### src/rtl/sdc_pkg.sv
package sdc_pkg;
    localparam int M_W     = 10;
    localparam int NA_W    = 3;
    localparam int DATA_W  = 8;
    localparam int M_HI_W  = M_W - DATA_W;
    // bit positions inside the high configuration register
    localparam int LOCK_BIT = 0;
    localparam int P_BIT    = 1;
    localparam int NB_BIT   = 2;
    localparam int NA_LSB   = 3;
    localparam int MHI_LSB  = NA_LSB + NA_W;

    localparam logic [3:0] CODE_INC  = 4'h1;
    localparam logic [3:0] CODE_DEC  = 4'h2;
    localparam logic [3:0] CODE_LOAD = 4'h4;
    localparam logic [3:0] CODE_GET  = 4'h8;

    typedef struct packed {
        logic [M_W-1:0]  m;
        logic [NA_W-1:0] na;
        logic            nb;
        logic            p;
    } div_cfg_t;

    typedef enum logic [2:0] {
        OP_NONE,
        OP_INC,
        OP_DEC,
        OP_LOAD,
        OP_GET
    } op_e;
endpackage

### src/rtl/sdc_cmd_decode.sv
module sdc_cmd_decode
    import sdc_pkg::*;
#(
    parameter int              ADDR_W   = 8,
    parameter logic [ADDR_W-1:0] LO_ADDR  = 'h00,
    parameter logic [ADDR_W-1:0] HI_ADDR  = 'h01,
    parameter logic [ADDR_W-1:0] CMD_ADDR = 'hF0
) (
    input  logic              ser_sel,
    input  logic              wr,
    input  logic [ADDR_W-1:0] addr,
    input  logic [3:0]        code,
    output op_e               op,
    output logic              wr_lo,
    output logic              wr_hi
);
    logic bus_live;

    always_comb begin
        bus_live = wr && ser_sel;
        wr_lo    = bus_live && (addr == LO_ADDR);
        wr_hi    = bus_live && (addr == HI_ADDR);
        op       = OP_NONE;
        if (bus_live && (addr == CMD_ADDR)) begin
            case (code)
                CODE_INC:  op = OP_INC;
                CODE_DEC:  op = OP_DEC;
                CODE_LOAD: op = OP_LOAD;
                CODE_GET:  op = OP_GET;
                default:   op = OP_NONE;
            endcase
        end
    end
endmodule

### src/rtl/sdc_div_state.sv
module sdc_div_state
    import sdc_pkg::*;
(
    input  logic     clk,
    input  logic     rst,
    input  logic     ser_sel,
    input  div_cfg_t pin_cfg,
    input  div_cfg_t img_cfg,
    input  op_e      op,
    output div_cfg_t live
);
    typedef struct packed {
        div_cfg_t cfg;
    } live_st_t;

    live_st_t st_d, st_q;

    always_comb begin
        st_d = st_q;
        if (!ser_sel) begin
            st_d.cfg = pin_cfg;
        end else begin
            case (op)
                OP_INC:  st_d.cfg.m = st_q.cfg.m + 1'b1;
                OP_DEC:  st_d.cfg.m = st_q.cfg.m - 1'b1;
                OP_LOAD: st_d.cfg   = img_cfg;
                default: st_d       = st_q;
            endcase
        end
    end

    always_ff @(posedge clk) begin
        if (rst) st_q <= '0;
        else     st_q <= st_d;
    end

    assign live = st_q.cfg;


    inc_wrap_chk: assert property (@(posedge clk) disable iff (rst)
        (ser_sel && op == OP_INC) |=> (live.m == $past(live.m) + 1'b1));

    dec_wrap_chk: assert property (@(posedge clk) disable iff (rst)
        (ser_sel && op == OP_DEC) |=> (live.m == $past(live.m) - 1'b1));

    pin_follow_chk: assert property (@(posedge clk) disable iff (rst)
        !ser_sel |=> (live == $past(pin_cfg)));

    serial_hold_chk: assert property (@(posedge clk) disable iff (rst)
        (ser_sel && (op == OP_NONE || op == OP_GET)) |=> $stable(live));
endmodule

### src/rtl/sdc_reg_image.sv
module sdc_reg_image
    import sdc_pkg::*;
#(
    parameter int              ADDR_W  = 8,
    parameter logic [ADDR_W-1:0] LO_ADDR = 'h00,
    parameter logic [ADDR_W-1:0] HI_ADDR = 'h01
) (
    input  logic              clk,
    input  logic              rst,
    input  logic              ser_sel,
    input  logic              wr_lo,
    input  logic              wr_hi,
    input  logic [DATA_W-1:0] wdata,
    input  op_e               op,
    input  div_cfg_t          pin_cfg,
    input  div_cfg_t          live,
    input  logic              lock_in,
    input  logic [ADDR_W-1:0] rd_addr,
    output logic [DATA_W-1:0] rdata,
    output div_cfg_t          img_cfg
);
    typedef struct packed {
        div_cfg_t img;
    } img_st_t;

    img_st_t st_d, st_q;

    always_comb begin
        st_d = st_q;
        if (!ser_sel) begin
            st_d.img = pin_cfg;
        end else if (op == OP_GET) begin
            st_d.img = live;
        end else begin
            if (wr_lo) st_d.img.m[DATA_W-1:0] = wdata;
            if (wr_hi) begin
                st_d.img.m[M_W-1:DATA_W] = wdata[MHI_LSB +: M_HI_W];
                st_d.img.na              = wdata[NA_LSB +: NA_W];
                st_d.img.nb              = wdata[NB_BIT];
                st_d.img.p               = wdata[P_BIT];
            end
        end
    end

    always_ff @(posedge clk) begin
        if (rst) st_q <= '0;
        else     st_q <= st_d;
    end

    always_comb begin
        rdata = '0;
        if (rd_addr == LO_ADDR) begin
            rdata = st_q.img.m[DATA_W-1:0];
        end else if (rd_addr == HI_ADDR) begin
            rdata[MHI_LSB +: M_HI_W] = st_q.img.m[M_W-1:DATA_W];
            rdata[NA_LSB +: NA_W]    = st_q.img.na;
            rdata[NB_BIT]            = st_q.img.nb;
            rdata[P_BIT]             = st_q.img.p;
            rdata[LOCK_BIT]          = lock_in;
        end
    end

    assign img_cfg = st_q.img;


    unmapped_zero_chk: assert property (@(posedge clk) disable iff (rst)
        (rd_addr != LO_ADDR && rd_addr != HI_ADDR) |-> (rdata == '0));

    get_copy_chk: assert property (@(posedge clk) disable iff (rst)
        (ser_sel && op == OP_GET) |=> (img_cfg == $past(live)));

    step_keeps_img_chk: assert property (@(posedge clk) disable iff (rst)
        (ser_sel && (op == OP_INC || op == OP_DEC)) |=> $stable(img_cfg));

    lock_view_chk: assert property (@(posedge clk) disable iff (rst)
        (rd_addr == HI_ADDR) |-> (rdata[LOCK_BIT] == lock_in));
endmodule

### src/rtl/synth_div_ctrl.sv
module synth_div_ctrl
    import sdc_pkg::*;
#(
    parameter int              ADDR_W   = 8,
    parameter logic [ADDR_W-1:0] LO_ADDR  = 'h00,
    parameter logic [ADDR_W-1:0] HI_ADDR  = 'h01,
    parameter logic [ADDR_W-1:0] CMD_ADDR = 'hF0
) (
    input  logic              clk,
    input  logic              rst,
    input  logic              ser_sel,
    input  logic [ADDR_W-1:0] bus_addr,
    input  logic [DATA_W-1:0] bus_wdata,
    input  logic              bus_wr,
    output logic [DATA_W-1:0] bus_rdata,
    input  logic [M_W-1:0]    pin_m,
    input  logic [NA_W-1:0]   pin_na,
    input  logic              pin_nb,
    input  logic              pin_p,
    input  logic              lock_in,
    output logic [M_W-1:0]    div_m,
    output logic [NA_W-1:0]   div_na,
    output logic              div_nb,
    output logic              div_p
);
    div_cfg_t pin_cfg, img_cfg, live;
    op_e      op;
    logic     wr_lo, wr_hi;

    assign pin_cfg = '{m: pin_m, na: pin_na, nb: pin_nb, p: pin_p};

    sdc_cmd_decode #(
        .ADDR_W(ADDR_W), .LO_ADDR(LO_ADDR), .HI_ADDR(HI_ADDR), .CMD_ADDR(CMD_ADDR)
    ) u_dec (
        .ser_sel(ser_sel),
        .wr     (bus_wr),
        .addr   (bus_addr),
        .code   (bus_wdata[3:0]),
        .op     (op),
        .wr_lo  (wr_lo),
        .wr_hi  (wr_hi)
    );

    sdc_div_state u_live (
        .clk    (clk),
        .rst    (rst),
        .ser_sel(ser_sel),
        .pin_cfg(pin_cfg),
        .img_cfg(img_cfg),
        .op     (op),
        .live   (live)
    );

    sdc_reg_image #(
        .ADDR_W(ADDR_W), .LO_ADDR(LO_ADDR), .HI_ADDR(HI_ADDR)
    ) u_img (
        .clk    (clk),
        .rst    (rst),
        .ser_sel(ser_sel),
        .wr_lo  (wr_lo),
        .wr_hi  (wr_hi),
        .wdata  (bus_wdata),
        .op     (op),
        .pin_cfg(pin_cfg),
        .live   (live),
        .lock_in(lock_in),
        .rd_addr(bus_addr),
        .rdata  (bus_rdata),
        .img_cfg(img_cfg)
    );

    assign div_m  = live.m;
    assign div_na = live.na;
    assign div_nb = live.nb;
    assign div_p  = live.p;


    unlisted_code_chk: assert property (@(posedge clk) disable iff (rst)
        (ser_sel && bus_wr && bus_addr == CMD_ADDR &&
         bus_wdata[3:0] != CODE_INC && bus_wdata[3:0] != CODE_DEC &&
         bus_wdata[3:0] != CODE_LOAD && bus_wdata[3:0] != CODE_GET)
        |=> ($stable(div_m) && $stable(div_na) && $stable(div_nb) && $stable(div_p)));
endmodule

### config.mk
export PLATFORM = sky130hd
export DESIGN_NAME = synth_div_ctrl
export DESIGN_NICKNAME = d
export VERILOG_FILES = /design/src/rtl/sdc_pkg.sv /design/src/rtl/sdc_cmd_decode.sv /design/src/rtl/sdc_div_state.sv /design/src/rtl/sdc_reg_image.sv /design/src/rtl/synth_div_ctrl.sv
export SDC_FILE = /design/constraint.sdc
export NUM_CORES = 1
export LEC_CHECK = 0
export ABC_AREA = 1
export CORE_MARGIN = 2
export CORE_UTILIZATION = 40
export DETAILED_ROUTE_END_ITERATION = 16
export GPL_TIMING_DRIVEN = 0
export HOLD_SLACK_MARGIN = 0.03
export PLACE_DENSITY = 0.66
export SLEW_MARGIN = 15
export SYNTH_ARGS = -nofsm -noshare
export SYNTH_HDL_FRONTEND = slang
export SYNTH_HIERARCHICAL = 1
export SYNTH_SLANG_ARGS = --single-unit
### constraint.sdc
create_clock -name clk -period 2.8 [get_ports clk]
set_clock_uncertainty 0.1 [all_clocks]
set_input_delay 0.28 -clock clk [delete_from_list [all_inputs] [get_ports clk]]
set_output_delay 0.28 -clock clk [all_outputs]
set_load 0.02 [all_outputs]
== Word level (Yosys, flattened, before mapping) ==
Index checks and enable logic that the tools add are counted.

* Register bits: 30
* Input bits: 36
* Output and inout bits: 23
* Logic and storage cells: 42

* Add/sub/neg operators: 2
* Eq/ne operators: 14
* Multiplexer cells: 12
* Reductions and logical operators: 5

{| class="wikitable"
|+ Operator list
! operator !! count
|-
| two-way mux 15 bit || 3
|-
| one-hot mux 10 bit (3 select lines) || 1
|-
| two-way mux 8 bit || 3
|-
| one-hot mux 3 bit (4 select lines) || 1
|-
| adder 10 x 1 -> 10 bit (second input constant) || 1
|-
| two-way mux 5 bit || 2
|-
| subtractor 10 x 1 -> 10 bit (second input constant) || 1
|-
| equality test 8 x 1 -> 1 bit (second input constant) || 1
|-
| equality test 8 bit (second input constant) || 1
|-
| logical NOT 8 bit || 1
|-
| equality test 3 x 2 -> 1 bit (second input constant) || 2
|-
| inequality test 3 x 1 -> 1 bit (second input constant) || 2
|-
| equality test 4 x 1 -> 1 bit (second input constant) || 1
|-
| equality test 4 x 2 -> 1 bit (second input constant) || 1
|-
| equality test 4 x 3 -> 1 bit (second input constant) || 1
|-
| equality test 4 bit (second input constant) || 1
|-
| logical AND 1 bit || 4
|-
| inequality test 4 x 1 -> 1 bit (second input constant) || 1
|-
| equality test 3 x 1 -> 1 bit (second input constant) || 1
|-
| equality test 3 bit (second input constant) || 1
|-
| two-way mux 3 bit || 1
|-
| two-way mux 2 bit || 1
|-
| inequality test 2 x 1 -> 1 bit (second input constant) || 1
|}

== Depth between registers and ports, before layout ==
* Depth after elaboration: 6
* Mapped depth: 19
* Gate-level depth less buffers: 19

== Cells and area by module ==
Netlist, hierarchy kept.

{| class="wikitable"
|+ By module, submodules not included
! module !! instances !! cells each !! area each (um2) !! sequential area each (um2)
|-
| sdc_div_state || 1 || 199 || 1267.5 || 300.3
|-
| sdc_reg_image || 1 || 177 || 1207.4 || 300.3
|-
| sdc_cmd_decode || 1 || 37 || 161.4 || 0.0
|}

== Worst setup path before layout ==
No wires, ideal clock.

* Path kind: input to register
* Start: in bus_addr[1]
* End: reg u_live.st_q, in the netlist u_live/live[11]
* Setup time: 0.120 ns
* Arrival: 2.155 ns
* Required time: 2.580 ns
* Setup slack: 0.425 ns
* Stages on the path: 16
* Path buffers: 0
* Cells stage by stage: inv_1 nand2_1 nor2_2 nand3_2 nor2_1 nand3_1 inv_1 ha_1 nand2_1 inv_1 o21ai_0 nand3_1 nand2_1 nand2_1 o21bai_1 a21oi_1

* Word-level cells in the longest chain between the ends: 6
* Elaborated cells on any way between the ends: 9
* Classes of those cells: 5 x eq/ne; 3 x mux; 1 x reduce/logical

{| class="wikitable"
|+ RTL lines
! element !! line !! text
|-
| start: declaration || synth_div_ctrl.sv:12 || <nowiki>input logic [ADDR_W-1:0] bus_addr,</nowiki>
|-
| equality test 8 bit * || sdc_cmd_decode.sv:24 || <nowiki>if (bus_live && (addr == CMD_ADDR)) begin</nowiki>
|-
| logical AND 1 bit * || sdc_cmd_decode.sv:24 ||
|-
| two-way mux 3 bit * || sdc_cmd_decode.sv:24 ||
|-
| via op[1] || synth_div_ctrl.sv:27 || <nowiki>op_e op;</nowiki>
|-
| equality test 3 x 2 -> 1 bit or equality test 3 x 1 -> 1 bit (tied branches) || sdc_div_state.sv:23 || <nowiki>case (op)</nowiki>
|-
| one-hot mux 10 bit (3 select lines) || sdc_div_state.sv:23 ||
|-
| two-way mux 15 bit || sdc_div_state.sv:20 || <nowiki>if (!ser_sel) begin</nowiki>
|-
| end signal: assignment || sdc_div_state.sv:34 || <nowiki>else st_q <= st_d;</nowiki>
|-
| end: declaration || sdc_div_state.sv:16 || <nowiki>live_st_t st_d, st_q;</nowiki>
|}

The timed path passes the listed nets; every way through them passes the cells marked *.
A chain may end at the register's enable or synchronous reset.

== Worst setup path in the final report ==
* Start: in bus_addr[6]
* End: reg u_live.st_q, in the netlist u_live/live[7]

Same word-level chain as after synthesis.

==> qor.yml <==
setup_path:
  cp_max_fo: 4
  worstSetupStartpointType: "input pin"
  crit_required_ns: 2.92
  cp_slowest_cell: "clkdlybuf4s50_1"
  reg2regPathDepth: 9
  path_cells: "clkdlybuf4s50_1 -> nand2_1 -> nor2_2 -> nand3_4 -> nor2_4 -> inv_1 -> nand3_4 -> clkinvlp_4 -> fa_2 -> buf_4 -> xnor2_1 -> a21oi_1 -> o21ai_0 -> a31oi_1"
  timing.rr.start: "u_live/live[8]$_SDFFE_PP0P_"
  critPathKind: "input pin to register"
  cp.arrival_ns: 2.78
  r2r_end: "u_live/live[11]$_SDFFE_PP0P_"
  max_stage_delay_ns: 0.50
  crit_top_cell: "nand3_4"
  endpoint_kind: "register"
  r2r_setup_slack_ns: 1.04
die:
  dieWidth_um: 85.2
  io_pins: 59
  core-area_um2: 6350
  die-area_um2: 7260
  fp.dieH_um: 85.2
  fp-row-count: 29
  start_util_pct: 41.5
grt:
  grt_pass1_wl_mm: 13.7
  grt_usage_pct: 23.5
  globalRoute.totalOverflow: 0
  antenna_found_initial: 0
  grt_pass1_vias: 2807
  grt_max_degree: 11
sta:
  max_clock_freq_mhz: 375
  tightestPinTransition_ns: 0.528
  finalCritPeriodShare_pct: 95.1
  fin_hold_ws_ns: 0.356
  post-route-min-period_ns: 2.66
  rsz0062_at_grt: "true"
  setup_ws_ns: 0.136
  drv_slew: 0
  hold_viol_final: 0
  finalSetupViolations: 0
  relSlewSlack_pct: 64.8
synth:
  ys_types: 40
  syn_area_um2: 2640
  synth_largest_area_cell: "dfxtp_1"
  synth_warnings: 6
  syn-num-nets: 458
  synth_area_leaders: "dfxtp_1 23%, nand2_1 16%, nand3_1 11%"
  yosysTopAreaCellShare_pct: 22.8
  ys_seq_area_share_pct: 22.8
  avgSynthCellArea_um2: 6.38
  ys_ff_latch: 30
  syn_inst: 413
route:
  avgViaCountPerCell: 5.43
  drtAntennaViolNets: 0
  dr.first_iter.drc_count: 262
  routedWlPerCell_um: 15.3
  num_vias: 3043
  drc: 0
  routed_wirelength_mm: 8.57
  dr.pass1.iters: 5
power_and_ir_drop:
  power_frac_seq_pct: 43.3
  ir_drop_mv: 0.184
  power_frac_comb_pct: 26.8
  power.density_nw_per_um2: 325
  p_int_uw: 772
  leakage_nw: 1.62
  swShare_pct: 32.5
  p_sw_uw: 372
  clkPwrFrac_pct: 29.9
worst_hold_path:
  holdPathEnd: "u_img/img_cfg[5]$_SDFFE_PP0P_"
  hold_start: "bus_wdata[0]"
  hold_path_depth: 5
  hp-class: "input pin to register"
finish:
  fill_cells: 646
  drive_gt1_share_pct: 19.3
  diodes: 0
  synthToLayoutAreaGrowth_pct: 33.4
  nets: 528
  instances_no_fill: 560
  fin_util_pct: 55.4
placed_design:
  hpwl_mm: 6.53
  place_ws_ns: -0.584
  place.gp.congestion: 0.886
  placed_cells: 548
  io_buffer_count: 58
clock_network:
  clk_pin_slew_worst_paths_ns: 0.06
  numCtsBuffers: 5
  cts_max_path_buffers: 2
  insertion_delay_ns: 0.28
  cts_tree: "done"
  htree_num_levels: 2
  clock_sinks: 30
  root_buffer: "clkbuf_8"
job:
  timing.max_cap.violations: 0
status:
  status: "completed"
## layer usage
| metal | up-vias | GRT usage [%] | part of all wire [%] |
|---|---|---|---|
| met5 | - | 0 | 0 |
| met4 | 0 | 6.20 | 1.4 |
| met3 | 13 | 3.31 | 6.2 |
| met2 | 140 | 37.8 | 46 |
| met1 | 1382 | 33.1 | 46 |
| li1 | 1508 | - | - |
## synth_stat cells, drive strengths merged
library cell / instances
nand2: 121
nand3: 59
inv: 45
dfxtp: 30
a21oi: 29
nor2: 29
o21ai: 24
or2: 16
buf: 14
nand4: 11
a31oi: 8
ha: 8
o21a: 5
nor3: 3
o211ai: 2
xnor2: 2
a21o: 1
a22oi: 1
clkbuf: 1
fa: 1
nor3b: 1
o21bai: 1
xor2: 1
## power groups by stage
stage	Combinational [mW]	Sequential, mW	Clock [mW]
2_1_floorplan	0.156	0.507	0
3_5_place_dp	0.297	0.504	0
4_1_cts	0.298	0.495	0.345
3_3_place_gp	0.293	0.504	0
5_1_grt	0.336	0.499	0.363
6_report	0.307	0.496	0.342
## through the flow
| step | setup TNS (ns) | area (µm²) | power (mW) |
|---|---|---|---|
| 6_report | 0 | 3520 | 1.14 |
| 5_1_grt | -0.134 | 3520 | 1.20 |
| 3_5_place_dp | -4.26 | 3310 | 0.801 |
| 4_1_cts | 0 | 3390 | 1.14 |
| 3_3_place_gp | -4.14 | 3310 | 0.797 |
| 2_1_floorplan | 0 | 2640 | 0.663 |
## final cells by class
cell class / count / area [µm²] / share of cell area, %
repair inverters: 1 / 7.51 / 0.214
inverters: 45 / 174 / 4.95
plain buffers: 15 / 104 / 2.95
well taps: 77 / 96.3 / 2.74
multi-input cells: 323 / 1840 / 52.3
clock buffers: 7 / 76.3 / 2.17
flip-flops and latches: 30 / 601 / 17.1
repair buffers: 62 / 617 / 17.5
## placed cells by master, fill, tap and decap left out, drive strengths merged, types with 3 or more instances in the layout
master and count:
buf 18, o21ai 24, clkdlybuf4s50 54, ha 8, a31oi 8, nand3 59, or2 16, dfxtp 30
clkbuf 8, nor2 29, nand4 11, nor3 3, o21a 5, dlymetal6s2s 3, a21oi 29, inv 45
nand2 121
## sequential cells by signal, indices dropped and copies added (netlist names)
signal and flops:
u_live/live 15, u_img/img_cfg 15
## worst max-delay path, delay by kind of cell
family                   cells  cell delay [ns]
XOR/XNOR                     1             0.11
buffers and inverters        4             0.94
AO/OA/AOI/OAI                3             0.35
AND/OR/NAND/NOR              5             0.65
adder cells (fa/ha/maj)      1             0.44
## logic make-up after synthesis
family	after synthesis	synth area share, %
XOR/XNOR	3	0.997
flip-flops	30	22.8
AO/OA/AOI/OAI	71	17.0
buffers and inverters	60	10.4
adder cells (fa/ha/maj)	9	4.56
AND/OR/NAND/NOR	240	44.2
## worst max path at each step
stage,startpoint,to,cells after the start
2_1_floorplan,bus_addr[1],u_live/live[11]$_SDFFE_PP0P_,16
3_3_place_gp,ser_sel,u_live/live[11]$_SDFFE_PP0P_,16
3_5_place_dp,ser_sel,u_live/live[11]$_SDFFE_PP0P_,16
4_1_cts,bus_addr[1],u_live/live[11]$_SDFFE_PP0P_,18
5_1_grt,bus_addr[6],u_live/live[10]$_SDFFE_PP0P_,16
6_report,bus_addr[6],u_live/live[7]$_SDFFE_PP0P_,14
## timing repair
item | 4_1_cts | 5_1_grt
cloned | 0 | 1
pin swaps | 0 | 9
setup buffers | 0 | 4
hold buffers | 0 | 0
gates resized for setup | 4 | 18
endpoints found under the setup margin | 8 | 8
No activity file was read; power rests on OpenSTA's default activity.
